**config.mk**
```make
export PLATFORM = sky130hd
export DESIGN_NAME = ptw_top
export DESIGN_NICKNAME = d
export VERILOG_FILES = /design/src/rtl/ptw_pkg.sv /design/src/rtl/ptw_idx.sv /design/src/rtl/ptw_eval.sv /design/src/rtl/ptw_top.sv
export SDC_FILE = /design/constraint.sdc
export NUM_CORES = 1
export LEC_CHECK = 0
export ABC_AREA = 0
export BUFFER_PORTS_ARGS = -buffer_cell sky130_fd_sc_hd__buf_2
export CAP_MARGIN = 20
export CORE_ASPECT_RATIO = 1.1
export CORE_MARGIN = 2
export CORE_UTILIZATION = 25
export DETAILED_ROUTE_END_ITERATION = 10
export PLACE_DENSITY = 0.5
export SYNTH_ARGS = -nofsm -noshare
export SYNTH_HDL_FRONTEND = slang
export SYNTH_HIERARCHICAL = 1
export SYNTH_SLANG_ARGS = --single-unit
export TNS_END_PERCENT = 100
```
**constraint.sdc**
```tcl
create_clock -name clk -period 4.1 [get_ports clk]
set_input_delay 0.205 -clock clk [delete_from_list [all_inputs] [get_ports clk]]
set_output_delay 0.205 -clock clk [all_outputs]
set_load 0.005 [all_outputs]
```
**src/rtl/ptw_pkg.sv**
```systemverilog
package ptw_pkg;

    localparam int IDX_W  = 9;
    localparam int PG_SH  = 12;
    localparam int ENT_W  = 64;
    localparam int B_PRES = 0;
    localparam int B_LRG  = 7;
    localparam logic [2:0] ACC_INIT = 3'b110;

    typedef enum logic [1:0] {
        WS_IDLE  = 2'd0,
        WS_FETCH = 2'd1,
        WS_WAIT  = 2'd2
    } wstate_e;

    typedef enum logic [1:0] {
        EV_NEXT    = 2'd0,
        EV_LEAF    = 2'd1,
        EV_NOTPRES = 2'd2,
        EV_RSVD    = 2'd3
    } ev_kind_e;

    typedef struct packed {
        logic rsvd;
        logic user;
        logic wr;
        logic prot;
    } pf_code_t;

    function automatic pf_code_t mk_code(input logic rsvd, input logic wr);
        pf_code_t c;
        c.rsvd = rsvd;
        c.user = 1'b0;
        c.wr   = wr;
        c.prot = rsvd;
        return c;
    endfunction

endpackage

```
**src/rtl/ptw_idx.sv**
```systemverilog
module ptw_idx
    import ptw_pkg::*;
#(
    parameter int LEVELS = 4,
    parameter int PA_W   = 52,
    parameter int VA_W   = PG_SH + IDX_W * LEVELS,
    parameter int LVL_W  = $clog2(LEVELS)
) (
    input  logic [PA_W-1:0]  base,
    input  logic [VA_W-1:0]  va,
    input  logic [LVL_W-1:0] lvl,
    output logic [PA_W-1:0]  ent_addr
);

    logic [IDX_W-1:0] slice [LEVELS];
    logic [IDX_W-1:0] sel;
    logic             unused_lo;

    assign unused_lo = ^va[PG_SH-1:0];

    for (genvar g = 0; g < LEVELS; g++) begin : g_slice
        assign slice[g] = va[PG_SH + IDX_W*g +: IDX_W];
    end

    always_comb begin
        sel = '0;
        for (int l = 0; l < LEVELS; l++) begin
            if (lvl == LVL_W'(l)) sel = slice[l];
        end
    end

    assign ent_addr = base + PA_W'({sel, 3'b000});

endmodule

```
**src/rtl/ptw_eval.sv**
```systemverilog
module ptw_eval
    import ptw_pkg::*;
#(
    parameter int LEVELS = 4,
    parameter int PA_W   = 52,
    parameter int VA_W   = PG_SH + IDX_W * LEVELS,
    parameter int LVL_W  = $clog2(LEVELS)
) (
    input  logic [ENT_W-1:0] entry,
    input  logic [LVL_W-1:0] lvl,
    input  logic [VA_W-1:0]  omask,
    input  logic [VA_W-1:0]  va,
    input  logic             big_en,
    output ev_kind_e         kind,
    output logic [PA_W-1:0]  frame
);

    localparam logic [PA_W-1:0] TBL_MSK = {{(PA_W-PG_SH){1'b1}}, {PG_SH{1'b0}}};
    localparam logic [PA_W-1:0] LG_MSK  = {{(PA_W-PG_SH-1){1'b1}}, {(PG_SH+1){1'b0}}};

    logic [PA_W-1:0] raw;
    logic [PA_W-1:0] lg_frame;
    logic [PA_W-1:0] mask_pa;
    logic [PA_W-1:0] page_sel;
    logic            misalign;
    logic            lvl_ok;
    logic            unused_hi;

    assign raw       = entry[PA_W-1:0];
    assign unused_hi = ^entry[ENT_W-1:PA_W];
    assign lg_frame  = raw & LG_MSK;
    assign mask_pa   = PA_W'(omask);
    assign page_sel  = PA_W'(va & omask) & TBL_MSK;
    assign misalign  = |(lg_frame & mask_pa);
    assign lvl_ok    = (lvl == LVL_W'(1)) || ((lvl == LVL_W'(2)) && big_en);

    always_comb begin
        kind  = EV_NEXT;
        frame = raw & TBL_MSK;
        if (!entry[B_PRES]) begin
            kind  = EV_NOTPRES;
            frame = '0;
        end else if (lvl == '0) begin
            kind  = EV_LEAF;
        end else if (entry[B_LRG]) begin
            if (!lvl_ok || misalign) begin
                kind  = EV_RSVD;
                frame = '0;
            end else begin
                kind  = EV_LEAF;
                frame = lg_frame + page_sel;
            end
        end
    end

endmodule

```
**src/rtl/ptw_top.sv**
```systemverilog
module ptw_top
    import ptw_pkg::*;
#(
    parameter int LEVELS = 4,
    parameter int PA_W   = 52,
    parameter int VA_W   = PG_SH + IDX_W * LEVELS
) (
    input  logic             clk,
    input  logic             rst,
    input  logic             start,
    input  logic [PA_W-1:0]  root_base,
    input  logic [VA_W-1:0]  lin_addr,
    input  logic             is_write,
    input  logic             big_en,
    output logic             mem_req,
    output logic [PA_W-1:0]  mem_addr,
    input  logic             mem_rvalid,
    input  logic [ENT_W-1:0] mem_rdata,
    output logic             done,
    output logic             fault,
    output logic [3:0]       fault_code,
    output logic [PA_W-1:0]  phys_addr,
    output logic [VA_W-1:0]  offset_mask,
    output logic [2:0]       access
);

    localparam int LVL_W = $clog2(LEVELS);

    wstate_e          st;
    logic [LVL_W-1:0] lvl_q;
    logic [PA_W-1:0]  base_q;
    logic [VA_W-1:0]  mask_q;
    logic [VA_W-1:0]  mask_cur;
    logic [VA_W-1:0]  va_q;
    logic             wr_q;
    logic             en_q;
    logic [2:0]       acc_q;
    logic [2:0]       run_acc;
    ev_kind_e         kind;
    logic [PA_W-1:0]  frame;
    pf_code_t         code_q;

    assign mask_cur = mask_q >> IDX_W;
    assign run_acc  = acc_q & mem_rdata[2:0];
    assign mem_req  = (st == WS_FETCH);

    ptw_idx #(.LEVELS(LEVELS), .PA_W(PA_W), .VA_W(VA_W), .LVL_W(LVL_W)) u_idx (
        .base     (base_q),
        .va       (va_q),
        .lvl      (lvl_q),
        .ent_addr (mem_addr)
    );

    ptw_eval #(.LEVELS(LEVELS), .PA_W(PA_W), .VA_W(VA_W), .LVL_W(LVL_W)) u_eval (
        .entry  (mem_rdata),
        .lvl    (lvl_q),
        .omask  (mask_cur),
        .va     (va_q),
        .big_en (en_q),
        .kind   (kind),
        .frame  (frame)
    );

    always_ff @(posedge clk) begin
        if (rst) begin
            st          <= WS_IDLE;
            lvl_q       <= '0;
            base_q      <= '0;
            mask_q      <= '0;
            va_q        <= '0;
            wr_q        <= 1'b0;
            en_q        <= 1'b0;
            acc_q       <= '0;
            done        <= 1'b0;
            fault       <= 1'b0;
            code_q      <= '0;
            phys_addr   <= '0;
            offset_mask <= '0;
            access      <= '0;
        end else begin
            done <= 1'b0;
            unique case (st)
                WS_IDLE: begin
                    if (start) begin
                        va_q   <= lin_addr;
                        wr_q   <= is_write;
                        en_q   <= big_en;
                        base_q <= root_base;
                        lvl_q  <= LVL_W'(LEVELS - 1);
                        mask_q <= '1;
                        acc_q  <= ACC_INIT;
                        st     <= WS_FETCH;
                    end
                end
                WS_FETCH: st <= WS_WAIT;
                WS_WAIT: begin
                    if (mem_rvalid) begin
                        unique case (kind)
                            EV_NEXT: begin
                                base_q <= frame;
                                lvl_q  <= lvl_q - LVL_W'(1);
                                mask_q <= mask_cur;
                                acc_q  <= run_acc;
                                st     <= WS_FETCH;
                            end
                            EV_LEAF: begin
                                phys_addr   <= frame;
                                offset_mask <= mask_cur;
                                access      <= run_acc;
                                fault       <= 1'b0;
                                code_q      <= '0;
                                done        <= 1'b1;
                                st          <= WS_IDLE;
                            end
                            EV_NOTPRES: begin
                                fault  <= 1'b1;
                                code_q <= mk_code(1'b0, wr_q);
                                done   <= 1'b1;
                                st     <= WS_IDLE;
                            end
                            default: begin
                                fault  <= 1'b1;
                                code_q <= mk_code(1'b1, wr_q);
                                done   <= 1'b1;
                                st     <= WS_IDLE;
                            end
                        endcase
                    end
                end
                default: st <= WS_IDLE;
            endcase
        end
    end

    assign fault_code = code_q;

endmodule

```
==> metrics.cfg <==
[timing]
maxSlewHeadroom=0.453
finClkSkew_ns=0.0148
holdWs_ns=0.0234
drv_slew=0
finalSetupViolCount=0
period_minus_slack_ns=3.89
worstMarginPinSlew_ns=0.808
fmax_mhz=257
period_share=0.949
hold_violations=0
tns_ns=0
layout_setup_ws_ns=0.210
grt_setup_unrepaired=no

[cells_and_area]
regArea_sq_um=3330
instances_no_fill=2429
drive_gt1_frac=0.220
area_growth_syn_to_layout_pct=22.0
nFillCells=5169
final_nets=2040
multi_input_area_sq_um=7510
n_antenna_cell=0

[grt]
grt_first_pass_wirelength_mm=72.7
grt-ovfl-total=0
grt_pass1_vias=11659
antenna_found_initial=1
track_usage=0.198
grt_max_degree=68

[power]
power.internal_mw=3.01
powerDensity_nw_per_um2=311
clkPwrFrac=0.368
p_leak_nw=6.26
p_sw_frac=0.323
seqPwrFrac=0.409
ir_worst_vdd_v=0.000183
design_power_total_mw=4.45
p_sw_mw=1.44
pwr-share-comb=0.223

[synth]
syn-cell-area_sq_um=11700
ys_warn_count=6
avgSynthCellArea_sq_um=7.41
syn_inst=1582

[critical_path]
worst_ep_arrival_time_ns=3.68
r2r_end=base_q[45]
startpoint=lvl_q[1]
crit_type=reg -> out
crit_fanout=20
reg2regPathDepth=13
start_kind=flop
r2r_slack_ns=0.43
cp-end-kind=primary output
crit_end=mem_addr[27]
r2r-start=mask_q[29]
crit_required_ns=3.89

[placement]
routabilityCongestion=0.903
place_inst=2372
place_ws_ns=0.485
portBuffers=289
post-dp-hpwl_mm=39.2

[clocking]
cts_max_level=4
numCtsBuffers=17
postCtsSetupBuffers=0
cts_sinks=166
clkTransAtPathRegs_ns=0.07
clock-root-buffer=clkbuf_16
clkLatencyLatePin_ns=0.45
clockBufferDepth=2
cts_tree=built

[die]
core_sq_um=46500
die-area_sq_um=48700
die_width_um=211
start_util=0.252
rows=83
die_h_um=231
num_io_pins=332

[status]
outcome=finished clean

[drt]
wl_mm=49.2
antenna_left=0
vias=12370
drcViolationCount=0
first_iter_violations=936
detail_route.vias_per_cell=5.09
firstDrtPassIters=5
routedWlPerCell_um=20.3

[flow_run]
cap_violations=0

[min_path]
hp-class=in -> reg

-- metrics by stage --
stage	util	cell area, sq um
floorplan	-	11900
global placement	0.289	13400
detailed placement	0.290	13500
CTS	0.307	14300
global route	0.307	14300
finish	0.307	14300
-- layer usage --
layer	global-route usage	wire length [um]
met1	0.268	22600
met4	0.0700	1430
met3	0.0304	2690
met2	0.318	22500
met5	0	7
-- how the worst min path moves through the flow --
stage / start / cells past startpoint / to
after detailed placement: phys_addr[7] / 2 / phys_addr[7]
after CTS: lin_addr[17] / 3 / va_q[17]
after global routing: lin_addr[17] / 3 / va_q[17]
final: lin_addr[17] / 3 / va_q[17]
after global placement: access[2] / 2 / access[2]
after floorplan: big_en / 2 / en_q
-- power groups by stage --
stage | registers, mW | clock network [mW] | logic (mW)
6_report | 1.82 | 1.64 | 0.993
5_1_grt | 1.83 | 1.73 | 1.10
4_1_cts | 1.82 | 1.69 | 0.987
3_5_place_dp | 1.85 | 0 | 0.964
3_3_place_gp | 1.85 | 0 | 0.959
2_1_floorplan | 1.80 | 0 | 0.623
-- cell usage in the layout, fill, tap and decap left out, types with 7 or more instances in the layout --
cell / instances
dlygate4sd3_1: 25
inv_1: 20
nand2b_1: 8
o21ai_1: 8
xor2_1: 31
and2_1: 45
dfxtp_1: 163
nor4_1: 7
nor3b_1: 8
nor2_1: 45
and3_1: 18
a211oi_1: 58
nor2b_1: 16
a21oi_1: 199
nand2_1: 294
nor3_1: 76
conb_1: 40
o21ai_0: 86
buf_2: 288
o211ai_1: 8
a21o_1: 24
ha_1: 47
o21bai_1: 7
xnor2_1: 41
nand4_1: 31
mux4_2: 9
a31oi_1: 9
a22oi_1: 10
and4_1: 7
clkbuf_16: 17
nand3_1: 33
buf_4: 41
a21boi_0: 10
-- layout make-up --
class	instances	share of cell area
Clock buffer	19	0.0303
Timing Repair Buffer	357	0.144
Multi-Input combinational cell	1257	0.525
Inverter	22	0.00577
Tap cell	595	0.0520
Clock inverter	13	0.0101
Sequential cell	166	0.233
-- worst max-delay path, stage by stage (launching register included) --
cell and delay, ns:
dfxtp_1 0.69, mux4_2 0.35, ha_1 0.17, inv_1 0.05
fa_1 0.38, nand2b_1 0.15, a21oi_1 0.32, a21oi_2 0.16
buf_4 0.26, nor4b_2 0.34, xor2_1 0.21, buf_2 0.14
-- repair_timing --
item                       CTS  global route
hold buffers                25             0
hold endpoints to repair    25             0
setup endpoints to repair    0            20
resized for setup            0             1
-- registers in the layout, indices dropped and copies added (netlist names) --
signal	flops
wr_q	1
phys_addr	52
access	3
offset_mask	5
acc_q	3
en_q	1
base_q	52
mask_q	5
fault_code	2
st	2
va_q	36
lvl_q	2
fault	1
done	1
Power figures use the tool's default switching activity.
